--- src/rtl/etm_pkg.sv ---
package etm_pkg;
   localparam logic [2:0] OP_OFF = 3'b000;
   localparam logic [2:0] OP_EQ  = 3'b001;
   localparam logic [2:0] OP_NE  = 3'b010;
   localparam logic [2:0] OP_LT  = 3'b011;
   localparam logic [2:0] OP_GT  = 3'b100;
   localparam logic [2:0] OP_LE  = 3'b101;
   localparam logic [2:0] OP_GE  = 3'b110;

   typedef enum logic [1:0] {
      ACT_START = 2'b00,
      ACT_STOP  = 2'b01,
      ACT_RATE  = 2'b10,
      ACT_PSET  = 2'b11
   } etm_act_e;

   localparam int ARG_LSB = 8;
   localparam int ARG_W   = 8;
endpackage

--- src/rtl/etm_compare.sv ---
module etm_compare #(
   parameter int NUM_PORTS = 4,
   parameter int PORT_W    = 8,
   parameter int PSEL_W    = 2
) (
   input  logic                        clk,
   input  logic                        rst,
   input  logic [NUM_PORTS*PORT_W-1:0] ports,
   input  logic [2:0]                  op,
   input  logic                        sgn,
   input  logic [PSEL_W-1:0]           psel,
   input  logic [PORT_W-1:0]           operand,
   output logic                        event_q
);
   import etm_pkg::*;

   logic [PORT_W-1:0] chosen;
   logic              chosen_ok;
   logic              is_eq, is_lt, hit;

   always_comb begin
      chosen    = '0;
      chosen_ok = 1'b0;
      for (int p = 0; p < NUM_PORTS; p++) begin
         if (psel == PSEL_W'(p)) begin
            chosen    = ports[p*PORT_W +: PORT_W];
            chosen_ok = 1'b1;
         end
      end
   end

   always_comb begin
      is_eq = (chosen == operand);
      is_lt = sgn ? ($signed(chosen) < $signed(operand)) : (chosen < operand);
      unique case (op)
         OP_EQ:   hit = is_eq;
         OP_NE:   hit = !is_eq;
         OP_LT:   hit = is_lt;
         OP_GT:   hit = !is_lt && !is_eq;
         OP_LE:   hit = is_lt || is_eq;
         OP_GE:   hit = !is_lt;
         default: hit = 1'b0;
      endcase
   end

   always_ff @(posedge clk) begin
      if (rst) event_q <= 1'b0;
      else     event_q <= hit && chosen_ok;
   end
endmodule

--- src/rtl/etm_condition.sv ---
module etm_condition #(
   parameter int NUM_CMP = 4
) (
   input  logic               clk,
   input  logic               rst,
   input  logic [NUM_CMP-1:0] events,
   input  logic [NUM_CMP-1:0] mask,
   input  logic               or_mode,
   input  logic               invert,
   output logic               rise
);
   logic any_hit, all_hit, level, level_q;

   always_comb begin
      any_hit = |(events & mask);
      all_hit = &(events | ~mask);
      if (mask == '0) level = 1'b0;
      else            level = (or_mode ? any_hit : all_hit) ^ invert;
   end

   always_ff @(posedge clk) begin
      if (rst) level_q <= 1'b0;
      else     level_q <= level;
   end

   assign rise = level && !level_q;
endmodule

--- src/rtl/etm_action.sv ---
module etm_action #(
   parameter int NUM_COND = 2,
   parameter int RATE_W   = 4,
   parameter int PSET_W   = 2,
   parameter int ARG_W    = 8
) (
   input  logic                      clk,
   input  logic                      rst,
   input  logic [NUM_COND-1:0]       rise,
   input  logic [2*NUM_COND-1:0]     act_flat,
   input  logic [ARG_W*NUM_COND-1:0] arg_flat,
   output logic [NUM_COND-1:0]       cond_pulse,
   output logic                      rec_active,
   output logic [RATE_W-1:0]         rate_sel,
   output logic [PSET_W-1:0]         pset_sel
);
   import etm_pkg::*;

   logic              start_any, stop_any, rate_hit, pset_hit;
   logic [RATE_W-1:0] rate_nx;
   logic [PSET_W-1:0] pset_nx;
   etm_act_e          kind;

   always_comb begin
      start_any = 1'b0;
      stop_any  = 1'b0;
      rate_hit  = 1'b0;
      pset_hit  = 1'b0;
      rate_nx   = rate_sel;
      pset_nx   = pset_sel;
      kind      = ACT_START;
      // walk downward so the lowest-numbered condition is applied last
      for (int j = NUM_COND - 1; j >= 0; j--) begin
         kind = etm_act_e'(act_flat[2*j +: 2]);
         if (rise[j]) begin
            case (kind)
               ACT_START: start_any = 1'b1;
               ACT_STOP:  stop_any  = 1'b1;
               ACT_RATE: begin
                  rate_hit = 1'b1;
                  rate_nx  = arg_flat[ARG_W*j +: RATE_W];
               end
               default: begin
                  pset_hit = 1'b1;
                  pset_nx  = arg_flat[ARG_W*j +: PSET_W];
               end
            endcase
         end
      end
   end

   always_ff @(posedge clk) begin
      if (rst) begin
         cond_pulse <= '0;
         rec_active <= 1'b0;
         rate_sel   <= '0;
         pset_sel   <= '0;
      end else begin
         cond_pulse <= rise;
         if (stop_any)       rec_active <= 1'b0;
         else if (start_any) rec_active <= 1'b1;
         if (rate_hit) rate_sel <= rate_nx;
         if (pset_hit) pset_sel <= pset_nx;
      end
   end
endmodule

--- src/rtl/etm_trigger_manager.sv ---
module etm_trigger_manager #(
   parameter int NUM_PORTS = 4,
   parameter int PORT_W    = 8,
   parameter int NUM_CMP   = 4,
   parameter int NUM_COND  = 2,
   parameter int RATE_W    = 4,
   parameter int PSET_W    = 2,
   parameter int CFG_W     = 16,
   parameter int ADDR_W    = 4
) (
   input  logic                        clk,
   input  logic                        rst,
   input  logic                        cfg_we,
   input  logic [ADDR_W-1:0]           cfg_addr,
   input  logic [CFG_W-1:0]            cfg_wdata,
   input  logic [NUM_PORTS*PORT_W-1:0] mon_ports,
   output logic [NUM_COND-1:0]         cond_pulse,
   output logic                        rec_active,
   output logic [RATE_W-1:0]           rate_sel,
   output logic [PSET_W-1:0]           pset_sel
);
   import etm_pkg::*;

   localparam int PSEL_W    = (NUM_PORTS > 1) ? $clog2(NUM_PORTS) : 1;
   localparam int CTRL_W    = 4 + PSEL_W;
   localparam int COND_BASE = 2 * NUM_CMP;
   localparam int NUM_REGS  = COND_BASE + NUM_COND;

   if (NUM_CMP < 1 || NUM_CMP > 4) begin : g_bad_cmp
      $error("NUM_CMP must be 1..4 to fit the condition mask field");
   end
   if (CFG_W < ARG_LSB + ARG_W || PORT_W > CFG_W || CTRL_W > CFG_W) begin : g_bad_cfg
      $error("CFG_W too narrow for the register fields");
   end
   if (RATE_W > ARG_W || PSET_W > ARG_W) begin : g_bad_arg
      $error("RATE_W and PSET_W must fit the action argument");
   end
   if (NUM_REGS > (1 << ADDR_W)) begin : g_bad_addr
      $error("ADDR_W too small for the register count");
   end

   logic [NUM_CMP-1:0]        events;
   logic [NUM_COND-1:0]       rise;
   logic [2*NUM_COND-1:0]     act_flat;
   logic [ARG_W*NUM_COND-1:0] arg_flat;

   for (genvar i = 0; i < NUM_CMP; i++) begin : g_cmp
      logic [CTRL_W-1:0] ctrl_q;
      logic [PORT_W-1:0] opnd_q;

      always_ff @(posedge clk) begin
         if (rst) begin
            ctrl_q <= '0;
            opnd_q <= '0;
         end else if (cfg_we) begin
            if (cfg_addr == ADDR_W'(2*i))     ctrl_q <= cfg_wdata[CTRL_W-1:0];
            if (cfg_addr == ADDR_W'(2*i + 1)) opnd_q <= cfg_wdata[PORT_W-1:0];
         end
      end

      etm_compare #(.NUM_PORTS(NUM_PORTS), .PORT_W(PORT_W), .PSEL_W(PSEL_W)) u_cmp (
         .clk     (clk),
         .rst     (rst),
         .ports   (mon_ports),
         .op      (ctrl_q[2:0]),
         .sgn     (ctrl_q[3]),
         .psel    (ctrl_q[4 +: PSEL_W]),
         .operand (opnd_q),
         .event_q (events[i])
      );
   end

   for (genvar j = 0; j < NUM_COND; j++) begin : g_cond
      logic [NUM_CMP-1:0] mask_q;
      logic               or_q, inv_q;
      logic [1:0]         act_q;
      logic [ARG_W-1:0]   arg_q;

      always_ff @(posedge clk) begin
         if (rst) begin
            mask_q <= '0;
            or_q   <= 1'b0;
            inv_q  <= 1'b0;
            act_q  <= '0;
            arg_q  <= '0;
         end else if (cfg_we && cfg_addr == ADDR_W'(COND_BASE + j)) begin
            mask_q <= cfg_wdata[NUM_CMP-1:0];
            or_q   <= cfg_wdata[4];
            inv_q  <= cfg_wdata[5];
            act_q  <= cfg_wdata[7:6];
            arg_q  <= cfg_wdata[ARG_LSB +: ARG_W];
         end
      end

      assign act_flat[2*j +: 2]         = act_q;
      assign arg_flat[ARG_W*j +: ARG_W] = arg_q;

      etm_condition #(.NUM_CMP(NUM_CMP)) u_cond (
         .clk     (clk),
         .rst     (rst),
         .events  (events),
         .mask    (mask_q),
         .or_mode (or_q),
         .invert  (inv_q),
         .rise    (rise[j])
      );
   end

   etm_action #(.NUM_COND(NUM_COND), .RATE_W(RATE_W), .PSET_W(PSET_W), .ARG_W(ARG_W)) u_act (
      .clk        (clk),
      .rst        (rst),
      .rise       (rise),
      .act_flat   (act_flat),
      .arg_flat   (arg_flat),
      .cond_pulse (cond_pulse),
      .rec_active (rec_active),
      .rate_sel   (rate_sel),
      .pset_sel   (pset_sel)
   );
endmodule

--- config.mk ---
export PLATFORM = sky130hd
export DESIGN_NAME = etm_trigger_manager
export DESIGN_NICKNAME = d
export VERILOG_FILES = /design/src/rtl/etm_pkg.sv /design/src/rtl/etm_compare.sv /design/src/rtl/etm_condition.sv /design/src/rtl/etm_action.sv /design/src/rtl/etm_trigger_manager.sv
export SDC_FILE = /design/constraint.sdc
export NUM_CORES = 1
export LEC_CHECK = 0
export ABC_AREA = 1
export BUFFER_PORTS_ARGS = -buffer_cell sky130_fd_sc_hd__buf_4
export CORE_ASPECT_RATIO = 1.1
export CORE_MARGIN = 1.5
export CORE_UTILIZATION = 35
export CTS_CLUSTER_DIAMETER = 60
export DETAILED_ROUTE_END_ITERATION = 10
export GPL_TIMING_DRIVEN = 0
export PLACE_DENSITY = 0.62
export SKIP_LAST_GASP = 1
export SLEW_MARGIN = 20
export SYNTH_ARGS = -nofsm -noshare
export SYNTH_HDL_FRONTEND = slang
export SYNTH_SLANG_ARGS = --single-unit
export TNS_END_PERCENT = 20
--- constraint.sdc ---
create_clock -name clk -period 3.32 [get_ports clk]
set_input_delay 0.664 -clock clk [delete_from_list [all_inputs] [get_ports clk]]
set_output_delay 0.664 -clock clk [all_outputs]
set_load 0.01 [all_outputs]
# == After elaboration in Yosys (flattened, before gate mapping) ==
# Index checks and enable logic that the tools add are counted.
# word_totals
register_bits,95
inputBits,55
output_inout_bits,9
wordCells,215
# op_classes
magnitude_cmp,8
eq_ne,53
n_mux,68
bitwise_logic,8
reduce_logical,50
# ops
cell,n
$mux 8,16
$lt 8x8->1,8
$mux 1,40
$eq 3x3->1 const B,12
$eq 8x8->1,4
$eq 3x2->1 const B,8
$pmux 1 s6,4
$eq 2x2->1 const B,10
$eq 4x3->1 const B,4
$mux 4,4
$reduce_and 2->1,8
$eq 2x1->1 const B,6
$eq 3x1->1 const B,4
$logic_and 1x1->1,12
$logic_not 2->1,6
$logic_not 4->1,3
$logic_not 1->1,10
$and 4x4->4,2
$eq 4x2->1 const B,2
$eq 4x4->1 const B,2
$mux 2,4
$not 4->4,2
$or 4x4->4,2
$reduce_and 4->1,2
other kinds (6),12

# == Depth between registers and ports, before layout ==
# Gate-level depths: netlist of the first run.
# logic_depth
ltp_word,11
ltp_mapped,19
mapped_depth_nobuf,17

# == Hierarchy ==
# Synthesis of the first run repeated with hierarchy kept, for this count alone.
# hier_totals
hier_cells,1121
hier_area_um2,6809.0
# modules_own_cells
module,n_inst,cells_per_inst,area_per_inst_um2,seq_area_each_um2
etm_trigger_manager,1,514,3522.1,1761.7
etm_compare (g_cmp[0].u_cmp ...),3,121,643.1,20.0
etm_compare (g_cmp[2].u_cmp),1,119,634.4,20.0
etm_action,1,69,447.9,180.2
etm_condition,2,28,137.6,20.0

# == Worst setup path after synthesis of the first run ==
# No wires, ideal clock.
# synth_path
path_type,register -> register
from,reg g_cmp[3].ctrl_q[5]
to,reg g_cmp[3].u_cmp.event_q
setup_ns,0.064
arrival_ns,2.174
required_time_ns,3.256
path_slack_ns,1.082
stages_incl_launch_ff,17
path_buffers,2
period_less_slack_ns,2.238
cell_sequence,dfxtp_1 clkbuf_1 inv_1 nor2_1 inv_1 buf_2 o21ai_0 o22ai_1 ha_1 nand4_1 nor3_1 nand2_1 nor2_1 nor3_1 nand2_1 nand3_1 nor2_1
# synth_between
elab_chain_len,11
elab_cells_between_ends,22
cone_classes,order compare: 2; eq/ne: 4; mux: 10; reduce/logical: 6
# synth_lines
item,line,source
start: declaration,etm_trigger_manager.sv:48,logic [CTRL_W-1:0] ctrl_q;
start signal: assignment,etm_trigger_manager.sv:56,if (cfg_addr == ADDR_W'(2*i)) ctrl_q <= cfg_wdata[CTRL_W-1:0];
$logic_not 2->1,etm_compare.sv:25,if (psel == PSEL_W'(p)) begin
$mux 8 (4 in a row),etm_compare.sv:25,
$lt 8x8->1,etm_compare.sv:34,is_lt = sgn ? ($signed(chosen) < $signed(operand)) : (chosen < operand);
$mux 1,etm_compare.sv:34,
$logic_not 1->1,"etm_compare.sv:39, etm_compare.sv:41",
$logic_and 1x1->1,etm_compare.sv:39,OP_GT: hit = !is_lt && !is_eq;
$pmux 1 s6,etm_compare.sv:35,unique case (op)
$logic_and 1x1->1 (*),etm_compare.sv:48,else event_q <= hit && chosen_ok;
end signal: assignment,etm_compare.sv:48,
end: declaration,etm_compare.sv:13,output logic event_q
# Mark *: on every way between the ends. The rest lies on a longest branch, timed or not.
# A chain may end at the register's enable or synchronous reset.

# == Final worst setup path of the first run ==
# layout_path
from,reg g_cmp[1].ctrl_q[5]
to,reg g_cmp[1].u_cmp.event_q
# layout_between
elab_chain_len,11
elab_cells_between_ends,22
cone_classes,order compare: 2; eq/ne: 4; mux: 10; reduce/logical: 6
# layout_lines
item,line
start: declaration,etm_trigger_manager.sv:48
start signal: assignment,etm_trigger_manager.sv:56
$logic_not 2->1,etm_compare.sv:25
$mux 8 (4 in a row),etm_compare.sv:25
$lt 8x8->1,etm_compare.sv:34
$mux 1,etm_compare.sv:34
$logic_not 1->1,"etm_compare.sv:39, etm_compare.sv:41"
$logic_and 1x1->1,etm_compare.sv:39
$pmux 1 s6,etm_compare.sv:35
$logic_and 1x1->1 (*),etm_compare.sv:48
end signal: assignment,etm_compare.sv:48
end: declaration,etm_compare.sv:13
# Marked as above.

==> results of run 1 <==
[flip-flops by register name (all words and copies together) (netlist names)]
signal	count
g_cond.or_q	2
g_cmp.u_cmp.event_q	4
g_cond.act_q	4
u_act.cond_pulse	2
u_act.pset_sel	2
g_cmp.ctrl_q	24
u_act.rec_active	1
g_cmp.opnd_q	32
g_cond.inv_q	2
g_cond.u_cond.level_q	2
u_act.rate_sel	4
g_cond.mask_q	8
g_cond.arg_q	8
[routing by layer]
metal  vias to the layer above  GRT usage [%]  routed length [um]
li1                       3027              -                   -
met1                      2694           27.2                7980
met2                       163           35.9                8330
met3                        32           2.37                 857
met4                         0           8.14                 516
met5                         -              0                   0
[per-stage QoR]
step	hold WS (ps)	utilization, %
2_1_floorplan	428	-
3_3_place_gp	443	39.6
3_5_place_dp	444	39.6
4_1_cts	455	41.3
5_1_grt	486	41.3
6_report	453	41.3
[cell usage in the layout (no fill, tap or decap), types with 2 or more instances in the layout]
master       n
a21oi_1     83
o221ai_1    23
buf_2        8
dfxtp_1     95
nor2_1     101
nor2_2       3
nand3_1     28
nand3_2     10
o21ai_0    145
nand4_1      7
a31oi_1      6
o22ai_1      6
buf_4       53
o211ai_1     4
nand2_2      5
ha_1        32
inv_2        6
nor3_1      20
nand2_1    111
o211a_1      4
clkbuf_1    25
o21ai_2      2
clkbuf_16    9
nor2_4       2
a21oi_2      3
inv_6        4
inv_1      132
[where the power goes]
group          switching, uW  total, uW  internal [uW]
logic                    259        414            154
clock network            482       1020            539
registers               14.3       1180           1160
[cells by family after synthesis]
kind of cell             Yosys count  share of synthesized area, %
buffers and inverters            173                          11.4
flip-flops                        95                          32.9
AND/OR/NAND/NOR                  289                          22.2
adder cells (fa/ha/maj)           32                          6.93
AO/OA/AOI/OAI                    276                          26.5
[final cells by class]
class / instances / share of cell area, %
multi-input cells: 597 / 47.9
flip-flops and latches: 95 / 28.3
inverters: 139 / 7.77
repair buffers: 53 / 5.93
well taps: 204 / 3.80
clock buffers: 10 / 3.56
plain buffers: 34 / 2.05
clock inverters: 6 / 0.708
[worst max-delay path, stage by stage (launching register included)]
cell      delay (ps)
dfxtp_1          400
inv_1            150
nor2_1            50
inv_1             70
clkbuf_1         350
o221ai_1         190
o21ai_0          110
o21ai_0          150
ha_1             330
nand4_1          110
nor3_1           290
nand2_1          130
nor2_1           150
nor3_1            70
nand2_1           50
o211ai_1          70
nor2_1           100
[worst max-delay path by stage]
stage,from,endpoint,slack [ps],cells after the start
6_report,g_cmp[1].ctrl_q[5]$_SDFFE_PP0P_,g_cmp[1].u_cmp.event_q$_SDFF_PP0_,480,16
5_1_grt,g_cmp[2].ctrl_q[5]$_SDFFE_PP0P_,g_cmp[2].u_cmp.event_q$_SDFF_PP0_,80,16
4_1_cts,g_cmp[3].ctrl_q[5]$_SDFFE_PP0P_,g_cmp[3].u_cmp.event_q$_SDFF_PP0_,490,16
3_5_place_dp,g_cmp[3].ctrl_q[5]$_SDFFE_PP0P_,g_cmp[3].u_cmp.event_q$_SDFF_PP0_,510,16
3_3_place_gp,g_cmp[3].ctrl_q[5]$_SDFFE_PP0P_,g_cmp[3].u_cmp.event_q$_SDFF_PP0_,540,16
2_1_floorplan,g_cmp[3].ctrl_q[5]$_SDFFE_PP0P_,g_cmp[3].u_cmp.event_q$_SDFF_PP0_,1080,16
==> impl_metrics.py, run 1 <==
metrics = {
    "run_status": {
        "outcome": "finished clean",
    },
    "sta": {
        "skew_ps": 13.3,
        "hold_viol_final": 0,
        "setup_viol": 0,
        "rsz0062_at_grt": "false",
        "tightest_slew_ps": 793,
        "maxSlewViolCount": 0,
        "finalCritPeriodShare_pct": 85.5,
        "slew_headroom_pct": 47.2,
        "fmax_ghz": 0.352,
        "finalSetupTns_ps": 0,
        "period_minus_slack_ps": 2840,
        "layout_setup_ws_ps": 482,
    },
    "clock_network": {
        "hold_buffers": 0,
        "max-clock-path-buffers": 2,
        "numCtsBuffers": 9,
        "clk_pin_slew_worst_paths_ps": 70,
        "post_cts_resized": 0,
        "cts_tree": "built",
        "clock_latency_ps": 360,
        "post_cts_buffers": 0,
        "root_buffer": "clkbuf_16",
        "htreeDepth": 3,
        "clkSinkCount": 95,
    },
    "critical_path": {
        "critPathLaunchType": "register",
        "r2r_cells": 16,
        "regToRegSetupSlack_ps": 480,
        "path_max_fanout": 10,
        "critPathKind": "reg2reg",
        "timing.rr.start": "g_cmp[1].ctrl_q[5]$_SDFFE_PP0P_",
        "r2r_end": "g_cmp[1].u_cmp.event_q$_SDFF_PP0_",
        "crit_required_ps": 3610,
        "cp-end-kind": "register",
        "cp.arrival_ps": 3130,
    },
    "power": {
        "power.total_uw": 2610,
        "irDropWorstVdd_mv": 0.221,
        "p_per_area_nw_per_um2": 389,
        "power.leakage_uw": 0.00282,
    },
    "die": {
        "die_w_um": 125,
        "dieHeight_um": 138,
        "die_area_um2": 17300,
        "ios": 64,
        "start_util_pct": 35.5,
        "fp-row-count": 49,
        "core_um2": 16200,
    },
    "logic_synthesis": {
        "yosysMostFrequentCell": "o21ai_0",
        "synth_common_cells": "145 x o21ai_0, 132 x inv_1, 111 x nand2_1",
        "ys_ff_latch": 95,
        "ys_types": 28,
        "syn_nets": 952,
        "syn_inst": 865,
        "yosys_warnings": 0,
        "yosysTopAreaCell": "dfxtp_1",
        "netlist_area_um2": 5770,
        "synth_top_area_share_pct": 32.9,
        "synth_area_leaders": "dfxtp_1 33%, o21ai_0 13%, inv_1 8.6%",
        "syn_avg_cell_area_um2": 6.68,
        "async_reset_ff_share_pct": 0,
        "ys.flop_type": "dfxtp_1",
        "synth_edf_count": 0,
        "yosysSeqAreaShare_pct": 32.9,
    },
    "cells_and_area": {
        "seq_area_um2": 1900,
        "fillers": 1699,
        "area_growth_pct": 16.3,
        "drive_gt1_share_pct": 11.7,
        "multi_input_area_um2": 3210,
        "diodes": 0,
        "design_area_um2": 6710,
        "fin_cells": 1138,
        "layout.nets": 1016,
    },
    "placement": {
        "io_buffers": 53,
        "dp_cells": 1122,
        "post-dp-hpwl_um": 13100,
        "routabilityCongestion": 0.879,
        "placed_area_um2": 6430,
        "preCtsSetupSlack_ps": 514,
    },
    "routing": {
        "avgViaCountPerCell": 5.20,
        "drt_iter0_drc": 502,
        "post-route-drc-count": 0,
        "dr.pass1.iters": 5,
        "vias": 5916,
        "ant_nets": 0,
        "wl_per_cell_um": 15.5,
        "drt-total-wl_um": 17700,
    },
    "worst_hold_path": {
        "hold_path.class": "reg2reg",
        "worstHoldPathCells": 2,
        "hold_end": "g_cmp[1].opnd_q[0]$_SDFFE_PP0P_",
        "hold_start": "g_cmp[1].opnd_q[0]$_SDFFE_PP0P_",
    },
    "grt": {
        "overflow": 0,
        "antenna_found_initial": 0,
        "grt_pass1_wl_um": 28500,
        "grt_pass1_vias": 5561,
        "grt_usage_pct": 21.0,
        "grt_start_max_net_pins": 18,
    },
    "run": {
        "maxCapViolations": 0,
    },
}
Note: power is estimated with default switching activity, not from simulation.
==> run 2, diff against run 1 <==
- ABC_AREA: 1 -> default
==> impl_metrics.py, run 2 <==
metrics = {
    "grt": {
        "overflow": 0,
        "antenna_found_initial": 0,
        "grt_pass1_wl_um": 23700,
        "grt_usage_pct": 18.7,
        "grt_pass1_vias": 4573,
        "grt_start_max_net_pins": 15,
    },
    "clock_network": {
        "post_cts_resized": 0,
        "cts_tree": "built",
        "post_cts_buffers": 0,
        "root_buffer": "clkbuf_16",
        "hold_buffers": 0,
        "clkSinkCount": 95,
        "clock_latency_ps": 350,
        "numCtsBuffers": 9,
        "max-clock-path-buffers": 2,
        "clk_pin_slew_worst_paths_ps": 60,
        "htreeDepth": 3,
    },
    "die": {
        "die_area_um2": 16600,
        "core_um2": 15600,
        "die_w_um": 123,
        "ios": 64,
        "fp-row-count": 48,
        "start_util_pct": 35.6,
        "dieHeight_um": 135,
    },
    "run_status": {
        "outcome": "finished clean",
    },
    "critical_path": {
        "crit_required_ps": 3550,
        "critPathLaunchType": "register",
        "cp-end-kind": "register",
        "path_max_fanout": 9,
        "critPathKind": "reg2reg",
        "cp.arrival_ps": 3230,
    },
    "power": {
        "power.leakage_uw": 0.00255,
        "power.total_uw": 2430,
        "irDropWorstVdd_mv": 0.265,
        "p_per_area_nw_per_um2": 378,
    },
    "logic_synthesis": {
        "synth_common_cells": "101 x nor2_1, 95 x dfxtp_1, 82 x mux2i_1",
        "synth_edf_count": 0,
        "ys.flop_type": "dfxtp_1",
        "syn_inst": 567,
        "ys_types": 50,
        "synth_area_leaders": "dfxtp_1 34%, mux2i_1 15%, mux4_2 13%",
        "syn_avg_cell_area_um2": 9.75,
        "yosys_warnings": 0,
        "yosysSeqAreaShare_pct": 34.4,
        "netlist_area_um2": 5530,
        "ys_ff_latch": 95,
        "syn_nets": 654,
        "synth_top_area_share_pct": 34.4,
        "async_reset_ff_share_pct": 0,
        "yosysMostFrequentCell": "nor2_1",
        "yosysTopAreaCell": "dfxtp_1",
    },
    "sta": {
        "skew_ps": 5.55,
        "maxSlewViolCount": 0,
        "slew_headroom_pct": 33.7,
        "hold_slack_ps": 492,
        "finalSetupTns_ps": 0,
        "finalCritPeriodShare_pct": 90.2,
        "rsz0062_at_grt": "false",
        "period_minus_slack_ps": 2990,
        "tightest_slew_ps": 991,
        "setup_viol": 0,
        "fmax_ghz": 0.334,
        "hold_viol_final": 0,
    },
    "cells_and_area": {
        "fillers": 1521,
        "largest_reg_flops": 32,
        "seq_area_um2": 1900,
        "drive_gt1_share_pct": 17.7,
        "layout_common_cells": "101 x nor2_1, 95 x dfxtp_1, 82 x mux2i_1",
        "largest-register": "g_cmp.opnd_q",
        "multi_input_area_um2": 3350,
        "fin_cells": 834,
        "reg.largest.list": "g_cmp.opnd_q (32), g_cmp.ctrl_q (24)",
        "utilization_pct": 41.4,
        "final_common_cell": "nor2_1",
        "area_growth_pct": 16.4,
        "diodes": 0,
        "layout.nets": 717,
    },
    "routing": {
        "avgViaCountPerCell": 5.47,
        "vias": 4560,
        "post-route-drc-count": 0,
        "drt-total-wl_um": 14800,
        "wl_per_cell_um": 17.7,
        "drt_iter0_drc": 286,
        "ant_nets": 0,
        "dr.pass1.iters": 5,
    },
    "placement": {
        "dp_cells": 820,
        "routabilityCongestion": 0.861,
        "post-dp-hpwl_um": 11300,
        "io_buffers": 53,
    },
    "worst_hold_path": {
        "hold_path.class": "reg2reg",
    },
    "run": {
        "maxCapViolations": 0,
    },
}
-- run 2: changes by cell type in the layout (fill, tap and decap cells not counted), moves of 7 or more --
cell,before,now
a21oi_1,83,14
and3_1,0,10
mux4_2,0,32
nor3_1,20,5
o221ai_1,23,4
a211oi_1,0,7
inv_1,132,44
nand3_1,28,3
mux2i_1,0,82
nor2b_1,0,12
nand2_1,111,15
o21ai_0,145,9
nand3_2,10,0
-- run 2: kinds of logic (layout without fill, tap and decap cells) --
kind of cell | count (synthesis) | in the layout | share of synthesized area [%]
xor+xnor | 3 | 3 | 0.475
compound gates | 62 | 62 | 8.19
flops | 95 | 95 | 34.4
buf+inv | 74 | 141 | 5.09
mux | 117 | 117 | 28.5
simple gates | 184 | 184 | 16.1
fa+ha+maj | 32 | 32 | 7.24
-- run 2: per-layer routing --
metal	wire length, um	global-route usage (%)	vias to the layer above
met4	272	4.97	0
met2	7000	31.1	157
met1	6690	24.3	2222
met3	818	4.10	18
li1	-	-	2163
met5	0	0	-
-- run 2: worst paths after layout --
kind	from	endpoint	slack [ps]	cells after the start
max	g_cmp[3].ctrl_q[4]$_SDFFE_PP0P_	g_cmp[3].u_cmp.event_q$_SDFF_PP0_	330	7
min	g_cmp[3].opnd_q[3]$_SDFFE_PP0P_	g_cmp[3].opnd_q[3]$_SDFFE_PP0P_	490	2
max reg2reg	g_cmp[3].ctrl_q[4]$_SDFFE_PP0P_	g_cmp[3].u_cmp.event_q$_SDFF_PP0_	330	7
min reg2reg	g_cmp[3].opnd_q[3]$_SDFFE_PP0P_	g_cmp[3].opnd_q[3]$_SDFFE_PP0P_	490	2
-- run 2: power by group --
part / internal (uW) / switching (uW)
clock network: 521 / 437
registers: 1160 / 11.7
logic: 140 / 170
-- run 2: per-stage QoR --
stage | area, um^2 | setup slack, ps
after floorplan | 5530 | 500
after global placement | 6180 | 143
after detailed placement | 6180 | 123
after CTS | 6440 | 100
after global routing | 6440 | 66.1
final | 6440 | 327
-- run 2: layout make-up --
type,count,share of cell area [%]
multi-input cells,398,52.0
well taps,200,3.89
clock inverters,4,0.350
plain buffers,29,1.75
clock buffers,11,3.77
repair buffers,53,6.18
flip-flops and latches,95,29.5
inverters,44,2.56
-- run 2: critical path, cell delays in order (launching register included) --
cell	delay, ps
dfxtp_1	680
mux4_2	600
ha_1	350
nand4_1	160
a311oi_1	460
a21oi_1	120
o21a_1	190
o311a_1	320
